`src/rtl/dcm_pkg.sv`:
```
package dcm_pkg;
    typedef enum logic [2:0] {
        OP_NONE     = 3'd0,
        OP_TOUCH    = 3'd1,
        OP_TOUCH_ST = 3'd2,
        OP_INVAL    = 3'd3,
        OP_BARRIER  = 3'd4
    } op_e;

    typedef enum logic [1:0] {
        S_IDLE,
        S_LOOKUP,
        S_FILL,
        S_DONE
    } state_e;

    typedef enum logic [1:0] {
        K_TOUCH,
        K_INVAL,
        K_BARRIER,
        K_LOAD
    } kind_e;
endpackage

```
`src/rtl/dcm_tag_store.sv`:
```
module dcm_tag_store #(
    parameter int LINES = 16,
    parameter int TAG_W = 24,
    localparam int IDX_W = $clog2(LINES)
) (
    input  logic             clk,
    input  logic             rst_n,
    input  logic [IDX_W-1:0] rd_idx,
    input  logic [TAG_W-1:0] rd_tag,
    output logic             hit,
    input  logic             clr_en,
    input  logic [IDX_W-1:0] clr_idx,
    input  logic             set_en,
    input  logic [IDX_W-1:0] set_idx,
    input  logic [TAG_W-1:0] set_tag
);
    logic [LINES-1:0] valid_q;
    logic [TAG_W-1:0] tag_q [LINES];

    for (genvar g = 0; g < LINES; g++) begin : g_line
        always_ff @(posedge clk) begin
            if (!rst_n) begin
                valid_q[g] <= 1'b0;
            end else if (set_en && set_idx == IDX_W'(g)) begin
                valid_q[g] <= 1'b1;
            end else if (clr_en && clr_idx == IDX_W'(g)) begin
                valid_q[g] <= 1'b0;
            end
        end
        always_ff @(posedge clk) begin
            if (set_en && set_idx == IDX_W'(g)) begin
                tag_q[g] <= set_tag;
            end
        end
    end

    assign hit = valid_q[rd_idx] && (tag_q[rd_idx] == rd_tag);

    assert_clear_takes_R7: assert property (@(posedge clk) disable iff (!rst_n)
        (clr_en && !set_en) |=> !valid_q[$past(clr_idx)]);
    assert_install_takes_R6: assert property (@(posedge clk) disable iff (!rst_n)
        set_en |=> valid_q[$past(set_idx)]);
endmodule

```
`src/rtl/dcm_data_store.sv`:
```
module dcm_data_store #(
    parameter int LINES  = 16,
    parameter int BEATS  = 4,
    parameter int BEAT_W = 32,
    localparam int IDX_W = $clog2(LINES),
    localparam int BI_W  = $clog2(BEATS)
) (
    input  logic              clk,
    input  logic              wr_en,
    input  logic [IDX_W-1:0]  wr_idx,
    input  logic [BI_W-1:0]   wr_beat,
    input  logic [BEAT_W-1:0] wr_data,
    input  logic [IDX_W-1:0]  rd_idx,
    input  logic [BI_W-1:0]   rd_beat,
    output logic [BEAT_W-1:0] rd_data
);
    logic [BEAT_W-1:0] mem_q [LINES*BEATS];

    always_ff @(posedge clk) begin
        if (wr_en) begin
            mem_q[{wr_idx, wr_beat}] <= wr_data;
        end
    end

    assign rd_data = mem_q[{rd_idx, rd_beat}];
endmodule

```
`src/rtl/dcm_beat_ctr.sv`:
```
module dcm_beat_ctr #(
    parameter int BEATS = 4,
    localparam int BI_W = $clog2(BEATS)
) (
    input  logic            clk,
    input  logic            rst_n,
    input  logic            clr,
    input  logic            adv,
    output logic [BI_W-1:0] cnt,
    output logic            last
);
    always_ff @(posedge clk) begin
        if (!rst_n || clr) begin
            cnt <= '0;
        end else if (adv) begin
            cnt <= cnt + 1'b1;
        end
    end

    assign last = (cnt == BI_W'(BEATS - 1));
endmodule

```
`src/rtl/dcache_maint_ctrl.sv`:
```
module dcache_maint_ctrl
    import dcm_pkg::*;
#(
    parameter int ADDR_W     = 32,
    parameter int LINES      = 16,
    parameter int LINE_BYTES = 16,
    parameter int BEAT_W     = 32
) (
    input  logic              clk,
    input  logic              rst_n,
    input  logic              op_valid,
    input  logic [2:0]        op_code,
    input  logic [ADDR_W-1:0] op_addr,
    output logic              op_busy,
    output logic              op_done,
    input  logic              ld_valid,
    input  logic [ADDR_W-1:0] ld_addr,
    output logic              ld_done,
    output logic [BEAT_W-1:0] ld_data,
    output logic              ld_err,
    output logic              fill_req,
    output logic [ADDR_W-1:0] fill_addr,
    input  logic              fill_ack,
    input  logic              fill_err,
    input  logic [BEAT_W-1:0] fill_data
);
    localparam int BEATS    = LINE_BYTES * 8 / BEAT_W;
    localparam int BI_W     = $clog2(BEATS);
    localparam int OFF_W    = $clog2(LINE_BYTES);
    localparam int IDX_W    = $clog2(LINES);
    localparam int TAG_W    = ADDR_W - OFF_W - IDX_W;
    localparam int BYTE_OFF = $clog2(BEAT_W / 8);

    state_e            state_q, state_d;
    kind_e             kind_q, kind_d;
    logic [ADDR_W-1:0] addr_q, addr_d;
    logic              err_q, err_d;

    logic              hit, clr_en, set_en, wr_en;
    logic              beat_clr, beat_adv, beat_last;
    logic [BI_W-1:0]   beat_cnt;
    logic [BEAT_W-1:0] rd_data;
    logic [IDX_W-1:0]  idx;
    logic [TAG_W-1:0]  tag;
    logic              op_ok;
    logic              unused_low;

    assign idx        = addr_q[OFF_W +: IDX_W];
    assign tag        = addr_q[ADDR_W-1 -: TAG_W];
    assign unused_low = ^addr_q[BYTE_OFF-1:0];

    always_comb begin
        unique case (op_code)
            OP_TOUCH, OP_TOUCH_ST, OP_INVAL, OP_BARRIER: op_ok = op_valid;
            default:                                    op_ok = 1'b0;
        endcase
    end

    dcm_tag_store #(.LINES(LINES), .TAG_W(TAG_W)) u_tags (
        .clk(clk), .rst_n(rst_n), .rd_idx(idx), .rd_tag(tag), .hit(hit),
        .clr_en(clr_en), .clr_idx(idx),
        .set_en(set_en), .set_idx(idx), .set_tag(tag)
    );

    dcm_data_store #(.LINES(LINES), .BEATS(BEATS), .BEAT_W(BEAT_W)) u_data (
        .clk(clk), .wr_en(wr_en), .wr_idx(idx), .wr_beat(beat_cnt),
        .wr_data(fill_data), .rd_idx(idx),
        .rd_beat(addr_q[BYTE_OFF +: BI_W]), .rd_data(rd_data)
    );

    dcm_beat_ctr #(.BEATS(BEATS)) u_beat (
        .clk(clk), .rst_n(rst_n), .clr(beat_clr), .adv(beat_adv),
        .cnt(beat_cnt), .last(beat_last)
    );

    // State register
    always_ff @(posedge clk) begin
        if (!rst_n) begin
            state_q <= S_IDLE;
            kind_q  <= K_TOUCH;
            addr_q  <= '0;
            err_q   <= 1'b0;
        end else begin
            state_q <= state_d;
            kind_q  <= kind_d;
            addr_q  <= addr_d;
            err_q   <= err_d;
        end
    end

    // Next state and outputs
    always_comb begin
        state_d  = state_q;
        kind_d   = kind_q;
        addr_d   = addr_q;
        err_d    = err_q;
        clr_en   = 1'b0;
        set_en   = 1'b0;
        wr_en    = 1'b0;
        beat_clr = 1'b0;
        beat_adv = 1'b0;
        fill_req = 1'b0;
        op_done  = 1'b0;
        ld_done  = 1'b0;
        ld_err   = 1'b0;
        unique case (state_q)
            S_IDLE: begin
                beat_clr = 1'b1;
                err_d    = 1'b0;
                if (op_ok) begin
                    addr_d  = op_addr;
                    state_d = S_LOOKUP;
                    unique case (op_code)
                        OP_INVAL:   kind_d = K_INVAL;
                        OP_BARRIER: kind_d = K_BARRIER;
                        default:    kind_d = K_TOUCH;
                    endcase
                end else if (ld_valid) begin
                    addr_d  = ld_addr;
                    kind_d  = K_LOAD;
                    state_d = S_LOOKUP;
                end
            end
            S_LOOKUP: begin
                unique case (kind_q)
                    K_INVAL: begin
                        clr_en  = hit;
                        state_d = S_DONE;
                    end
                    K_BARRIER: begin
                        // one access at a time: nothing is outstanding here
                        state_d = S_DONE;
                    end
                    default: begin
                        if (hit) begin
                            state_d = S_DONE;
                        end else begin
                            clr_en  = 1'b1;
                            state_d = S_FILL;
                        end
                    end
                endcase
            end
            S_FILL: begin
                fill_req = 1'b1;
                if (fill_ack) begin
                    if (fill_err) begin
                        err_d   = 1'b1;
                        state_d = S_DONE;
                    end else begin
                        wr_en    = 1'b1;
                        beat_adv = 1'b1;
                        if (beat_last) begin
                            set_en  = 1'b1;
                            state_d = S_DONE;
                        end
                    end
                end
            end
            S_DONE: begin
                op_done = (kind_q != K_LOAD);
                ld_done = (kind_q == K_LOAD);
                ld_err  = (kind_q == K_LOAD) && err_q;
                state_d = S_IDLE;
            end
            default: state_d = S_IDLE;
        endcase
    end

    assign op_busy   = (state_q != S_IDLE);
    assign ld_data   = (ld_done && !err_q) ? rd_data : '0;
    assign fill_addr = {addr_q[ADDR_W-1:OFF_W], beat_cnt, {BYTE_OFF{1'b0}}};

    assert_done_pulse_R10: assert property (@(posedge clk) disable iff (!rst_n)
        (op_done || ld_done) |=> !(op_done || ld_done));
    assert_busy_at_done_R10: assert property (@(posedge clk) disable iff (!rst_n)
        (op_done || ld_done) |-> op_busy);
    assert_fill_hold_R4: assert property (@(posedge clk) disable iff (!rst_n)
        (fill_req && !fill_ack) |=> (fill_req && $stable(fill_addr)));
    assert_touch_no_err_R5: assert property (@(posedge clk) disable iff (!rst_n)
        ld_err |-> (ld_done && !op_done));
    assert_barrier_quiet_R8: assert property (@(posedge clk) disable iff (!rst_n)
        (state_q == S_LOOKUP) |-> !fill_req);
    assert_single_done_R10: assert property (@(posedge clk) disable iff (!rst_n)
        $countones({op_done, ld_done}) <= 1);
endmodule

```
`config.mk`:
```
export PLATFORM = sky130hd
export DESIGN_NAME = dcache_maint_ctrl
export DESIGN_NICKNAME = d
export VERILOG_FILES = /design/src/rtl/dcm_pkg.sv /design/src/rtl/dcm_tag_store.sv /design/src/rtl/dcm_data_store.sv /design/src/rtl/dcm_beat_ctr.sv /design/src/rtl/dcache_maint_ctrl.sv
export SDC_FILE = /design/constraint.sdc
export NUM_CORES = 2
export LEC_CHECK = 0
export BUFFER_PORTS_ARGS = -buffer_cell sky130_fd_sc_hd__buf_2
export CAP_MARGIN = 15
export CORE_UTILIZATION = 35
export DETAILED_ROUTE_END_ITERATION = 7
export PLACE_DENSITY = 0.52
export REMOVE_ABC_BUFFERS = 1
export SETUP_SLACK_MARGIN = 0.1
export SYNTH_ARGS = -nofsm -noshare
export SYNTH_HDL_FRONTEND = slang
export SYNTH_HIERARCHICAL = 1
export SYNTH_SLANG_ARGS = --single-unit
```
`constraint.sdc`:
```
create_clock -name clk -period 6.2 [get_ports clk]
set_input_delay 1.55 -clock clk [delete_from_list [all_inputs] [get_ports clk]]
set_output_delay 1.55 -clock clk [all_outputs]
set_load 0.02 [all_outputs]
```
After elaboration in Yosys (flattened, before gate mapping). Memory sizes are Yosys's and may differ from the RTL's. A register that Yosys moved wholly into a read port is not among the register bits. Cells that the tools add are included. Widths: inputs -> output; s select.

Register bits: 55. Memory bits (writable): 2432. Bits of input ports: 105. Word-level logic and storage cells: 286. Memories: 2.

Add/sub/neg operators: 1. Magnitude comparators: 1. Equality and inequality tests: 32. Mux-type cells: 150. Reductions and logical operators: 79.

Memory list: u_data.mem_q (depth 64, bits a word 32, read ports 1, clocked after memory_dff 1, wr ports 1, line dcm_data_store.sv:17) `logic [BEAT_W-1:0] mem_q [LINES*BEATS];`; u_tags.tag_q (depth 16, bits a word 24, read ports 1, clocked after memory_dff 1, wr ports 1, line dcm_tag_store.sv:18) `logic [TAG_W-1:0] tag_q [LINES];`.

Operator list (count): $mux 24 (15); $reduce_or 24->1 (15); $mux 1 (101); $mux 32 (3); $mux 4 (17); $reduce_bool 2->1 (19); $logic_and 1x1->1 (35); $eq 4x4->1 const B (8); $eq 24x24->1 (1); $eq 4x3->1 const B (4); $mux 2 (7); $mux 6 (2); $eq 2x2->1 const B (5); $eq 4x2->1 const B (2); $pmux 2 s4 (1); $eq 3x2->1 const B (2); $ne 2x2->1 const B (3); $ne 3x3->1 const B (2); $reduce_and 3->1 (2); $lt 4x5->1 const B (1); $bmux 1 s4 (1); $eq 2x1->1 const B (2); $eq 4x1->1 const B (1); $logic_not 4->1 (1); other kinds (11) (13).

Logic depth before layout (Yosys ltp).
Depth in word-level cells: 24. Depth in mapped cells: 17. Mapped depth without buffers: 12.

Modules after synthesis. Netlist, hierarchy kept.

By module, submodules not included: dcm_data_store (instances 1, cells an instance 3540, area an instance 78246.3 um^2); dcm_tag_store (instances 1, cells an instance 809, area an instance 16223.1 um^2); dcache_maint_ctrl (instances 1, cells an instance 252, area an instance 2155.8 um^2); dcm_beat_ctr (instances 1, cells an instance 8, area an instance 85.1 um^2).

Worst setup path before layout. No wires, ideal clock.

Kind: input to register. Start point: input port fill_ack. End point: memory u_data.mem_q[44][0] (enable). Setup time: 0.461 ns. Arrival time: 4.643 ns. Required time: 5.739 ns. Slack: 1.096 ns. Stages: 5. Path through: nand2_1 > nor2_1 > clkbuf_1 > nand4b_1 > nor3_1.

Longest elaborated chain between the ends: 4.

RTL lines: start, declared (line dcache_maint_ctrl.sv:23) `input logic fill_ack,`; $mux 1 (2 in a row); via beat_adv (line dcache_maint_ctrl.sv:40) `logic beat_clr, beat_adv, beat_last;`; $mux 1 (line dcm_data_store.sv:20) `if (wr_en) begin`; $mux 1 (not written as such) (line dcm_data_store.sv:21) `mem_q[{wr_idx, wr_beat}] <= wr_data;`; end, declared (line dcm_data_store.sv:17).

The timed path passes the listed nets, and every way through them passes these cells.

==> results.cfg <==
[setup_path]
crit_type = flop to output port
critPathBufInv = 2
r2r_slack_ns = 0.84
r2r-end = u_tags/valid_q[4]$_SDFFE_PN0P_
crit_fanout = 32
cp_cell_sequence = buf_4, nand2b_1, o22ai_1, nor2_1, a31oi_1, nor2_1, and2_1, buf_2
cp-end-kind = output port
crit_arrival_ns = 4.41
r2r-start = addr_q[4]$_SDFFE_PN0P_
critical_path_required_ns = 4.65
reg2reg_depth = 14
critPathTopFamily = simple AND/OR/NAND/NOR gates
cp_common_cell = nor2_1
worst_path_max_delay_cell = dfxtp_4
critPathMaxStageDelay_ns = 0.77
cp-start-kind = flop

[cells_and_area]
layout.nets = 5186
drive_gt1_share_pct = 28.6
area_delta_synth_final_pct = 15.9
layout_common_cells = edfxtp_1, mux4_2, buf_4
layout.cell_area.non_filler_mm2 = 0.112
fin_cells = 8958
final_common_cell = edfxtp_1

[clock_tree]
h-tree-depth = 5
cts_hold_buf = 0
worstSkewPairLatency_ns = 0.84
root_buffer = clkbuf_16
clk_path_buf_depth = 4
cts_buffers = 266
clk_pin_slew_ns = 0.06
cts_tree = done
cts_sinks = 2485

[synthesis]
ys_async_sr_fraction_pct = 0
ys_seq_area_share_pct = 76.6
yosys_warnings = 6
synth.cell_area_mm2 = 0.0967
ys.flop_type = edfxtp_1
syn_inst = 4609
syn_area_per_cell_um2 = 21.0
synth_edf_count = 2432
yosysUniqueCellTypes = 73
synth.ff_latch_count = 2485

[grt]
grt_use_met3_pct = 2.69
grt_max_degree = 65
use_met2_pct = 32.6
met1_usage_pct = 25.4
first_global_vias = 49567
grt-ovfl-total = 0
grt_pass1_wl_um = 378000
top_usage_layer = met2
track_usage_pct = 19.1
antenna_found_initial = 21

[floorplan]
die-width_um = 528
row_count = 192
die_y_um = 528
start_util_pct = 35.3
ios = 174
dieArea_mm2 = 0.278
core_mm2 = 0.274

[timing]
finalSetupTns_ns = 0
clock.fmax_mhz = 168
slew_headroom_pct = 21.6
finalCritPeriodShare_pct = 96.2
tightest_slew_ns = 1.17
rsz0062_at_grt = no
hold_viol_final = 0
fin_skew_ns = 0.0502
hold_ws_ns = 0.519
setup_viol = 0
slew_viol_final = 0
fin_crit_ns = 5.96
setup_slack_ns = 0.238

[detailed_routing]
via_per_inst = 5.41
wl_per_cell_um = 30.1
first_iter_violations = 4841
drtAntennaViolNets = 0
wirelength_um = 269000
dr.pass1.iters = 6
drc = 0
num_vias = 48448

[placed_design]
place_area_mm2 = 0.104
portBuffers = 167
pre_cts_ws_ns = 0.473
hpwl_um = 159000
place.gp.congestion = 0.786
place_inst = 8484

[power_and_ir_drop]
powerDensity_mw_per_mm2 = 361
power.leakage_nw = 34.4
peakVddDrop_uv = 248

[hold_path]
holdPathStages = 2
min_to = state_q[1]$_SDFFE_PN0P_
hp-start = state_q[1]$_SDFFE_PN0P_
min_path_type = flop to flop

[run_status]
status = completed

[flow_run]
cap_violations = 0
## cells in the mapped netlist (6+ instances only)
cell	count	area [um2]
nor2b_1	33	206
o221ai_1	45	394
mux4_1	10	263
o22ai_1	68	425
nor2_1	112	420
a31oi_1	23	144
a22oi_1	111	833
buf_6	21	236
dfxtp_1	53	1060
buf_8	8	120
edfxtp_1	2432	73000
a21oi_1	16	80.1
nand2_1	115	432
nand4_1	47	294
and2_1	47	294
clkbuf_1	117	439
buf_1	21	78.8
o41ai_1	7	61.3
nor3_1	15	75.1
mux2i_1	182	1820
buf_4	68	510
mux4_2	527	11900
o21ai_0	85	425
o22a_1	7	61.3
nand3_1	82	410
buf_2	58	290
inv_1	14	52.6
nor3b_1	6	45.0
xnor2_1	21	184
and3_1	18	113
nand2b_1	16	100
o21a_1	32	240
ha_1	7	87.6
a211o_1	6	52.6
a211oi_1	23	173
nand3b_1	7	52.6
mux2_2	26	293
or4_1	8	60.1
a21boi_1	30	225
xor2_1	8	70.1
a221oi_1	12	105
## state kept, by name, indices dropped and copies added, names as in the netlist
| name | count |
|---|---|
| addr_q | 30 |
| err_q | 1 |
| kind_q | 2 |
| state_q | 2 |
| u_beat/cnt | 2 |
| u_data/mem_q | 2048 |
| u_tags/tag_q | 384 |
| u_tags/valid_q | 16 |
## repair_timing
| item | 4_1_cts | 5_1_grt |
|---|---|---|
| resized for setup | 3 | 2 |
| buffers inserted | 7 | 1 |
| endpoints found under the setup margin | 11 | 3 |
## worst max-delay path by stage
stage	endpoint	depth (start not counted)	slack, ns	start
after floorplan	ld_data[10]	6	-20.02	addr_q[2]$_SDFFE_PN0P_
after global placement	u_tags/valid_q[0]$_SDFFE_PN0P_	13	0.54	addr_q[4]$_SDFFE_PN0P_
after detailed placement	u_tags/valid_q[4]$_SDFFE_PN0P_	13	0.47	addr_q[4]$_SDFFE_PN0P_
after CTS	ld_data[14]	10	0.12	addr_q[6]$_SDFFE_PN0P_
after global routing	ld_data[1]	9	0.18	addr_q[4]$_SDFFE_PN0P_
final	ld_data[19]	8	0.24	addr_q[3]$_SDFFE_PN0P_
## final cells by class
type,count,area [um2]
Multi-Input combinational cell,1813,21500
Fill cell,24303,162000
Timing Repair Buffer,491,3690
Tap cell,3686,4610
Sequential cell,2485,74100
Inverter,17,63.8
Clock buffer,334,7150
Clock inverter,128,937
Antenna cell,4,10.0
## power by group
group | switching, W | total (W) | internal (W)
Sequential | 0.000252 | 0.0189 | 0.0186
Combinational | 0.00396 | 0.00650 | 0.00254
Clock | 0.00639 | 0.0151 | 0.00867
## worst register-to-register path: stages, from the launching register on
cell	delay, ns
dfxtp_4	0.80
buf_4	0.37
mux4_1	0.59
mux2i_1	0.14
mux2i_1	0.10
xnor2_1	0.23
o2111ai_1	0.29
or4_1	0.59
nor4_2	0.42
nand3b_1	0.12
a21boi_0	0.47
buf_4	0.23
or3b_2	0.51
o21a_1	0.21
o21a_1	0.16
## stage by stage
stage | power, W | util [%]
after detailed placement | 0.0258 | 37.9
after global routing | 0.0417 | 40.9
final | 0.0404 | 40.9
after floorplan | 0.0243 | -
after global placement | 0.0257 | 37.9
after CTS | 0.0408 | 40.9
## per-layer routing
layer,vias to the layer above,part of all wire (%)
met1,26335,42
li1,20266,-
met2,1492,50
met4,2,2.8
met5,-,0.0030
met3,353,5.1
## cell families (layout without fill, tap and decap cells)
group                    count (synthesis)  after routing  share of synthesized area (%)
buffers and inverters                  312            970                           1.84
AND/OR/NAND/NOR                        529            529                           2.78
flip-flops                            2485           2485                           76.6
multiplexers                           745            745                           14.7
AO/OA/AOI/OAI                          501            501                           3.68
other                                    1              6                        0.00388
XOR/XNOR                                29             29                          0.263
adder cells (fa/ha/maj)                  7              7                         0.0906
Power figures use the tool's default switching activity.
